$ cat config.mk
export PLATFORM = sky130hd
export DESIGN_NAME = uart_rx_status
export DESIGN_NICKNAME = d
export VERILOG_FILES = /design/src/rtl/uart_rx_pkg.sv /design/src/rtl/rx_fifo.sv /design/src/rtl/rx_line_ctrl.sv /design/src/rtl/cts_monitor.sv /design/src/rtl/uart_rx_status.sv
export SDC_FILE = /design/constraint.sdc
export NUM_CORES = 1
export LEC_CHECK = 0
export BUFFER_PORTS_ARGS = -buffer_cell sky130_fd_sc_hd__buf_4
export CAP_MARGIN = 20
export CORE_MARGIN = 10
export CORE_UTILIZATION = 66
export CTS_BUF_LIST = sky130_fd_sc_hd__clkbuf_16
export DETAILED_ROUTE_END_ITERATION = 10
export PLACE_DENSITY = 0.86
export SLEW_MARGIN = 20
export SYNTH_ARGS = -nofsm -noshare
export SYNTH_HDL_FRONTEND = slang
export SYNTH_HIERARCHICAL = 1
export SYNTH_SLANG_ARGS = --single-unit
$ cat constraint.sdc
create_clock -name clk -period 5.65 [get_ports clk]
set_input_delay 0.8475 -clock clk [delete_from_list [all_inputs] [get_ports clk]]
set_output_delay 0.8475 -clock clk [all_outputs]
set_load 0.05 [all_outputs]
$ cat src/rtl/uart_rx_pkg.sv
package uart_rx_pkg;
  localparam int CHAR_W = 8;

  typedef enum logic [1:0] {
    A_RXDATA = 2'd0,
    A_CTRL   = 2'd1,
    A_LINE   = 2'd2,
    A_MODEM  = 2'd3
  } reg_addr_e;

  typedef struct packed {
    logic              perr;
    logic [CHAR_W-1:0] data;
  } rx_char_t;
endpackage

$ cat src/rtl/rx_fifo.sv
module rx_fifo
  import uart_rx_pkg::*;
#(
  parameter int DEPTH = 16
) (
  input  logic                         clk,
  input  logic                         rst_n,
  input  logic                         flush,
  input  logic                         push,
  input  rx_char_t                     push_char,
  input  logic                         pop,
  output rx_char_t                     head,
  output logic                         empty,
  output logic                         full,
  output logic [$clog2(DEPTH+1)-1:0]   count
);
  localparam int PW = (DEPTH > 1) ? $clog2(DEPTH) : 1;
  localparam int CW = $clog2(DEPTH+1);
  localparam logic [PW-1:0] LAST = PW'(DEPTH-1);

  rx_char_t      mem [DEPTH];
  logic [PW-1:0] wr_ptr, rd_ptr;
  logic [CW-1:0] cnt_q;
  logic          do_pop, do_push;

  assign empty   = (cnt_q == '0);
  assign full    = (cnt_q == CW'(DEPTH));
  assign count   = cnt_q;
  assign do_pop  = pop && !empty;
  assign do_push = push && (!full || do_pop);
  assign head    = mem[rd_ptr];

  always_ff @(posedge clk) begin
    if (do_push) mem[wr_ptr] <= push_char;
  end

  always_ff @(posedge clk or negedge rst_n) begin
    if (!rst_n) begin
      wr_ptr <= '0;
      rd_ptr <= '0;
      cnt_q  <= '0;
    end else if (flush) begin
      wr_ptr <= '0;
      rd_ptr <= '0;
      cnt_q  <= '0;
    end else begin
      if (do_push) wr_ptr <= (wr_ptr == LAST) ? '0 : wr_ptr + 1'b1;
      if (do_pop)  rd_ptr <= (rd_ptr == LAST) ? '0 : rd_ptr + 1'b1;
      case ({do_push, do_pop})
        2'b10:   cnt_q <= cnt_q + 1'b1;
        2'b01:   cnt_q <= cnt_q - 1'b1;
        default: cnt_q <= cnt_q;
      endcase
    end
  end
endmodule

$ cat src/rtl/rx_line_ctrl.sv
module rx_line_ctrl
  import uart_rx_pkg::*;
#(
  parameter int FIFO_DEPTH = 16
) (
  input  logic                              clk,
  input  logic                              rst_n,
  input  logic                              fifo_mode,
  input  logic                              flush,
  input  logic                              in_valid,
  input  rx_char_t                          in_char,
  input  logic                              rd_data,
  input  logic                              rd_line,
  output rx_char_t                          head_char,
  output logic                              avail,
  output logic                              ovr,
  output logic                              perr_flag,
  output logic                              ovr_evt,
  output logic [$clog2(FIFO_DEPTH+1)-1:0]   fifo_count
);
  localparam int CW = $clog2(FIFO_DEPTH+1);

  rx_char_t      fifo_head;
  logic          fifo_empty, fifo_full;
  logic [CW-1:0] fifo_cnt;
  logic          f_push, f_pop;

  rx_char_t hold_q;
  logic     hold_valid;
  logic     h_load, h_loss;
  logic     fifo_ovr;
  logic     head_change;
  logic     pe_ack;

  assign f_push = in_valid && fifo_mode;
  assign f_pop  = rd_data && fifo_mode;

  rx_fifo #(.DEPTH(FIFO_DEPTH)) u_fifo (
    .clk       (clk),
    .rst_n     (rst_n),
    .flush     (flush),
    .push      (f_push),
    .push_char (in_char),
    .pop       (f_pop),
    .head      (fifo_head),
    .empty     (fifo_empty),
    .full      (fifo_full),
    .count     (fifo_cnt)
  );

  // single-register path
  assign h_load = in_valid && !fifo_mode;
  assign h_loss = h_load && hold_valid && !rd_data;

  always_ff @(posedge clk or negedge rst_n) begin
    if (!rst_n) begin
      hold_q     <= '0;
      hold_valid <= 1'b0;
    end else if (flush) begin
      hold_valid <= 1'b0;
    end else if (h_load) begin
      hold_q     <= in_char;
      hold_valid <= 1'b1;
    end else if (rd_data && !fifo_mode) begin
      hold_valid <= 1'b0;
    end
  end

  // overrun: buffered mode drops the arriving character
  assign fifo_ovr = f_push && fifo_full && !(f_pop && !fifo_empty);
  assign ovr_evt  = fifo_mode ? fifo_ovr : h_loss;

  always_ff @(posedge clk or negedge rst_n) begin
    if (!rst_n)       ovr <= 1'b0;
    else if (ovr_evt) ovr <= 1'b1;
    else if (rd_line) ovr <= 1'b0;
  end

  // parity: head flag, masked by a status read until the head moves
  assign head_change = fifo_mode ? ((f_pop && !fifo_empty) || (f_push && fifo_empty))
                                 : h_load;

  always_ff @(posedge clk or negedge rst_n) begin
    if (!rst_n)                        pe_ack <= 1'b0;
    else if (flush || head_change)     pe_ack <= 1'b0;
    else if (rd_line)                  pe_ack <= 1'b1;
  end

  assign head_char  = fifo_mode ? fifo_head : hold_q;
  assign avail      = fifo_mode ? !fifo_empty : hold_valid;
  assign perr_flag  = avail && head_char.perr && !pe_ack;
  assign fifo_count = fifo_cnt;
endmodule

$ cat src/rtl/cts_monitor.sv
module cts_monitor #(
  parameter int SYNC_STAGES = 2
) (
  input  logic clk,
  input  logic rst_n,
  input  logic cts_n,
  input  logic clr,
  output logic cts_level,
  output logic dcts,
  output logic changed
);
  localparam int ARM    = SYNC_STAGES + 1;
  localparam int ARM_W  = $clog2(ARM + 1);

  logic [SYNC_STAGES:0] chain;
  logic [ARM_W-1:0]     arm_cnt;
  logic                 armed;

  always_ff @(posedge clk or negedge rst_n) begin
    if (!rst_n) chain <= '0;
    else        chain <= {chain[SYNC_STAGES-1:0], ~cts_n};
  end

  always_ff @(posedge clk or negedge rst_n) begin
    if (!rst_n)                      arm_cnt <= '0;
    else if (arm_cnt != ARM_W'(ARM)) arm_cnt <= arm_cnt + 1'b1;
  end

  assign armed     = (arm_cnt == ARM_W'(ARM));
  assign cts_level = chain[SYNC_STAGES-1];
  assign changed   = armed && (chain[SYNC_STAGES-1] != chain[SYNC_STAGES]);

  always_ff @(posedge clk or negedge rst_n) begin
    if (!rst_n)       dcts <= 1'b0;
    else if (changed) dcts <= 1'b1;
    else if (clr)     dcts <= 1'b0;
  end
endmodule

$ cat src/rtl/uart_rx_status.sv
module uart_rx_status
  import uart_rx_pkg::*;
#(
  parameter int FIFO_DEPTH  = 16,
  parameter int SYNC_STAGES = 2
) (
  input  logic        clk,
  input  logic        rst_n,
  input  logic        rx_valid,
  input  logic [7:0]  rx_data,
  input  logic        rx_perr,
  input  logic        cts_n,
  input  logic        reg_rd,
  input  logic        reg_wr,
  input  logic [1:0]  reg_addr,
  input  logic [7:0]  reg_wdata,
  output logic [7:0]  reg_rdata,
  output logic        irq
);
  localparam int CNT_W = $clog2(FIFO_DEPTH+1);

  reg_addr_e   addr;
  logic        fifo_en, msi_en;
  logic        flush;
  logic        rd_data, rd_line, rd_modem;
  rx_char_t    in_char, head_char;
  logic        avail, ovr, perr_flag, ovr_evt;
  logic [CNT_W-1:0] fifo_count;
  logic        cts_level, dcts, cts_changed;
  logic        unused_wdata;

  assign addr         = reg_addr_e'(reg_addr);
  assign unused_wdata = ^reg_wdata[7:2];
  assign rd_data      = reg_rd && (addr == A_RXDATA);
  assign rd_line      = reg_rd && (addr == A_LINE);
  assign rd_modem     = reg_rd && (addr == A_MODEM);
  assign flush        = reg_wr && (addr == A_CTRL) && (reg_wdata[0] != fifo_en);
  assign in_char      = '{perr: rx_perr, data: rx_data};

  always_ff @(posedge clk or negedge rst_n) begin
    if (!rst_n) begin
      fifo_en <= 1'b0;
      msi_en  <= 1'b0;
    end else if (reg_wr && addr == A_CTRL) begin
      fifo_en <= reg_wdata[0];
      msi_en  <= reg_wdata[1];
    end
  end

  rx_line_ctrl #(.FIFO_DEPTH(FIFO_DEPTH)) u_line (
    .clk        (clk),
    .rst_n      (rst_n),
    .fifo_mode  (fifo_en),
    .flush      (flush),
    .in_valid   (rx_valid),
    .in_char    (in_char),
    .rd_data    (rd_data),
    .rd_line    (rd_line),
    .head_char  (head_char),
    .avail      (avail),
    .ovr        (ovr),
    .perr_flag  (perr_flag),
    .ovr_evt    (ovr_evt),
    .fifo_count (fifo_count)
  );

  cts_monitor #(.SYNC_STAGES(SYNC_STAGES)) u_cts (
    .clk       (clk),
    .rst_n     (rst_n),
    .cts_n     (cts_n),
    .clr       (rd_modem),
    .cts_level (cts_level),
    .dcts      (dcts),
    .changed   (cts_changed)
  );

  always_comb begin
    unique case (addr)
      A_RXDATA: reg_rdata = avail ? head_char.data : 8'h00;
      A_CTRL:   reg_rdata = {6'b0, msi_en, fifo_en};
      A_LINE:   reg_rdata = {5'b0, perr_flag, ovr, avail};
      A_MODEM:  reg_rdata = {6'b0, dcts, cts_level};
      default:  reg_rdata = 8'h00;
    endcase
  end

  assign irq = dcts && msi_en;
endmodule

Yosys cells after proc, flatten, opt, wreduce, memory -nomap -nowiden
Memory sizes are Yosys's and may differ from the RTL's.
Index checks and enable logic that the tools add are counted.
W data, S select, Z words.
- flip-flop bits (word level): 33
- memory bits (writable): 144
- input port bits: 25
- output and inout bits: 9
- word-level logic and storage cells: 97
- memories: 1
- add/subtract/negate cells: 5
- eq/ne operators: 12
- muxes and demuxes: 25
- bitwise operators: 2
- reductions and logical operators: 39
- memory list (name ; depth ; bits a word ; rd ports ; clocked after memory_dff ; write ports ; line ; RTL):
    u_line.u_fifo.mem ; 16 ; 9 ; 1 ; 0 ; 1 ; rx_fifo.sv:21 ; rx_char_t mem [DEPTH];
- operators with widths (cell ; count):
    $pmux W8 S4 ; 1
    $mux W4 ; 6
    $logic_and A1 B1 Y1 ; 20
    $mux W1 ; 14
    $pmux W5 S2 ; 1
    $reduce_bool A2 Y1 ; 5
    $mux W9 ; 1
    $add A4 B1 Y4 const B ; 2
    $eq A2 B2 Y1 const B ; 4
    $eq A4 B4 Y1 const B ; 2
    $mux W8 ; 1
    $logic_not A1 Y1 ; 6
    $reduce_bool A3 Y1 ; 2
    $add A5 B1 Y5 const B ; 1
    $eq A5 B5 Y1 const B ; 1
    $logic_not A5 Y1 ; 1
    $mux W5 ; 1
    $sub A5 B1 Y5 const B ; 1
    $eq A2 B1 Y1 const B ; 2
    $logic_or A1 B1 Y1 ; 3
    $add A2 B1 Y2 const B ; 1
    $logic_not A2 Y1 ; 1
    $ne A1 B1 Y1 ; 2
    $ne A2 B2 Y1 const B ; 1
    2 further kinds ; 3

Depth between registers and ports, before layout
- depth in word-level cells: 9
- gate-level depth with buffers: 13
- gate-level depth less buffers: 12

Hierarchy
Netlist, hierarchy kept.
- modules (own cells, without submodules) (module ; instances ; cells an instance ; area an instance (µm²) ; seq. area each (µm²)):
    rx_fifo ; 1 ; 384 ; 6535.0 ; 4649.5
    rx_line_ctrl ; 1 ; 55 ; 668.1 ; 300.3
    uart_rx_status ; 1 ; 29 ; 286.5 ; 50.0
    cts_monitor ; 1 ; 14 ; 217.7 ; 150.1

Worst setup path before layout
Ideal clock, no wire load.
- path kind: input to register
- start point: input port reg_addr[0]
- end point: register u_line.u_fifo.cnt_q[4], in the netlist u_line/u_fifo/count[4]
- setup time: 0.082 ns
- arrival: 3.226 ns
- data required time: 5.568 ns
- slack: 2.342 ns
- stages: 12
- path buffers: 1
- cells stage by stage: buf_4 nor3b_1 inv_1 nor2_1 nand2b_1 or2_2 fa_1 nand2b_1 a21oi_1 nor2_1 or3_1 a31oi_1
- longest elaborated chain between the ends: 9
- elaborated cells on any way between the ends: 14
- classes of those cells: eq/ne: 3; mux: 2; reduce/logical: 9
- ends and longest elaborated chain (item ; line ; RTL):
    start, declared ; uart_rx_status.sv:15 ; input logic [1:0] reg_addr,
    $logic_not A2 Y1 (*) ; uart_rx_status.sv:34 ; assign rd_data = reg_rd && (addr == A_RXDATA);
    $logic_and A1 B1 Y1 (*) ; uart_rx_status.sv:34 ;
    named net rd_data ; uart_rx_status.sv:25 ; logic rd_data, rd_line, rd_modem;
    $logic_and A1 B1 Y1 (*) ; rx_line_ctrl.sv:36 ; assign f_pop = rd_data && fifo_mode;
    named net u_line.f_pop ; rx_line_ctrl.sv:26 ; logic f_push, f_pop;
    $logic_and A1 B1 Y1 (*) ; rx_fifo.sv:29 ; assign do_pop = pop && !empty;
    $logic_or A1 B1 Y1 ; rx_fifo.sv:30 ; assign do_push = push && (!full || do_pop);
    $logic_and A1 B1 Y1 ; rx_fifo.sv:30 ;
    $eq A2 B1 Y1 or $eq A2 B2 Y1 (tied branches) ; rx_fifo.sv:49 ; case ({do_push, do_pop})
    $pmux W5 S2 ; rx_fifo.sv:49 ;
    $mux W5 ; rx_fifo.sv:42 ; end else if (flush) begin
    end signal, assigned ; rx_fifo.sv:50 ; 2'b10: cnt_q <= cnt_q + 1'b1;
    end signal, assigned ; rx_fifo.sv:51 ; 2'b01: cnt_q <= cnt_q - 1'b1;
    end signal, assigned ; rx_fifo.sv:52 ; default: cnt_q <= cnt_q;
    end, declared ; rx_fifo.sv:23 ; logic [CW-1:0] cnt_q;
The timed path passes the listed nets; every way through them passes the cells marked *.
A chain may end at the register's enable or synchronous reset.

==> results.ini <==
[outcome]
run_status = completed

[power]
p_leak_nw = 3.086
total_switching_power_mw = 1.099
combPwrFrac = 0.242
p_seq_frac = 0.451
power_density_nw_per_um2 = 436.1
ir_worst_vdd_v = 0.0004270
p_sw_frac = 0.2942
clkPwrFrac = 0.307
internal-power_mw = 2.638

[floorplan]
floorplan.core_area_sq_um = 11420
standard_cell_row_count = 39
num_io_pins = 34
die_x_um = 127.9
floorplan.initialDensity = 0.6729
die_height_um = 127.9
floorplan.die_area_sq_um = 16360

[global_routing]
via_count_of_the_first_global_routing_pass = 4580
gr-total-overflow = 0
grt_max_degree = 34
grt_first_pass_wirelength_mm = 25.80
globalRouteTotalUtil = 0.2130
antenna_found_initial = 0

[cts]
post_cts_buffers = 0
post_cts.resized_instances = 0
htreeDepth = 4
worst_setup_hold_path_clk_slew_ps = 60
root_buffer_selected_by_cts = sky130_fd_sc_hd__clkbuf_16
tritoncts.num_buffers = 17
cts_tree = built
cts_num_sinks = 177
insertion_delay_of_the_later_clocked_pin_in_the_worst_skew_pair_ps = 430
cts_max_path_buffers = 2
cts_hold_buf = 0

[setup_path]
cp_data_required_time_ps = 4800
setup.worst_path.start_class = flop
crit_fanout = 31
critical_path_arrival_ps = 3590
path_class = flop to output pin
crit_path_end_kind = output pin

[final_layout]
mostFrequentLayoutCells = sky130_fd_sc_hd__edfxtp_1 (144), sky130_fd_sc_hd__dfrtp_1 (32), sky130_fd_sc_hd__buf_4 (32)
leading_cell_type_in_the_layout_fill_and_taps_excluded = sky130_fd_sc_hd__edfxtp_1
layout-drive-gt1-share = 0.2355
area.growth.synth_to_final_pct = 11.53
final_cell_area_sq_um = 8569
finalNetCount = 542
antenna-diode-count = 0

[route]
final_antenna_net_count = 0
avgRoutedWirePerCell_um = 24.93
drt_pre_antenna_iters = 7
wl_mm = 16.48
via_total_after_detailed_routing = 4337
initialDrtViolationCount = 589
detail_route.vias_per_cell = 6.561
drc = 0

[worst_hold_path]
worst_hold_path_type = primary input to async pin

[timing]
final_max_slew_viol_count = 0
worst_slew_margin_rel = 0.4159
setup_viol = 0
post-route-min-period_ps = 4438
final.setup_skew_ps = 8.109
max_slew.worst_pin.slew_ps = 876.2
timing_hold_violations_final = 0
setup-tns-final_ps = 0
grt_setup_unrepaired = no
max_freq_ghz = 0.2253
finalCritPeriodShare = 0.7854

[run]
cap_viol_max_count = 0

[placement]
hpwl_mm = 10.44
port-buffer-count = 27
placedInstanceArea_sq_um = 7998
gp_congestion = 0.8251

[logic_synthesis]
syn_avg_cell_area_sq_um = 16.07
syn-num-nets = 513
yosysWarnings = 6
cell_count_after_synthesis = 478
netlist_area_sq_um = 7684

metrics by stage:
stage                 util  power (mW)  setup slack [ps]  std cells  hold slack, ps
floorplan                -       2.349              2342        478           331.2
global placement    0.6996       2.545              1752        631           334.3
detailed placement  0.7004       2.595              1729        631           347.0
CTS                 0.7505       3.745              1184        661           357.6
global route        0.7505       3.898              1005        661           372.6
finish              0.7505       3.737              1212        661           351.2
critical path, stage by stage, from the launching register on:
cell and delay, ps:
sky130_fd_sc_hd__dfrtp_2 930, sky130_fd_sc_hd__buf_4 470, sky130_fd_sc_hd__mux2i_1 230, sky130_fd_sc_hd__a221oi_1 160, sky130_fd_sc_hd__o21ai_0 270, sky130_fd_sc_hd__nand2_1 130
sky130_fd_sc_hd__mux2_2 280, sky130_fd_sc_hd__and4bb_1 190, sky130_fd_sc_hd__a211o_1 270, sky130_fd_sc_hd__buf_4 190
layout make-up:
cell class                      instances  area (sq um)
Inverter                               12         45.04
Fill cell                             651          2849
Multi-Input combinational cell        267          2382
Timing Repair Buffer                   32         240.2
Clock inverter                         13         146.4
Clock buffer                           17         425.4
Sequential cell                       177          5151
Tap cell                              143         178.9
routing by layer:
metal,vias up,share of wire,track usage
met4,0,0.031,0.1119
met2,210,0.50,0.3437
met3,38,0.075,0.04467
met5,-,0,0
met1,2188,0.39,0.2662
li1,1901,-,-
worst paths after layout:
path                                         start                       to  slack, ps  cells after the start
min                                          rst_n           u_cts/chain[0]        350                      1
max in group asynchronous                    rst_n  u_line/u_fifo/rd_ptr[0]       4950                      1
min reg2reg                         u_cts/chain[0]           u_cts/chain[1]        370                      0
max                        u_line/u_fifo/rd_ptr[0]             reg_rdata[1]       1210                      9
max reg2reg                                fifo_en   u_line/u_fifo/count[4]       2480                     10
min in group clk                    u_cts/chain[0]           u_cts/chain[1]        370                      0
power by group through the flow:
stage                     combinational [mW]  sequential, mW  clock (mW)
after floorplan                        0.741            1.61           0
after global placement                 0.852            1.69           0
after detailed placement               0.888            1.71           0
after CTS                              0.902            1.68        1.16
after global routing                   0.975            1.70        1.22
final                                  0.905            1.68        1.15
state kept, by name, indices dropped and copies added, names as in the netlist:
signal	cells
msi_en	1
u_cts/arm_cnt	2
u_cts/dcts	1
fifo_en	1
u_line/u_fifo/mem	144
u_line/ovr	1
u_cts/chain	3
u_line/u_fifo/rd_ptr	4
u_line/u_fifo/wr_ptr	4
u_line/pe_ack	1
u_line/hold_valid	1
u_line/u_fifo/count	5
u_line/hold_q	9
(Power assumes the default switching activity.)
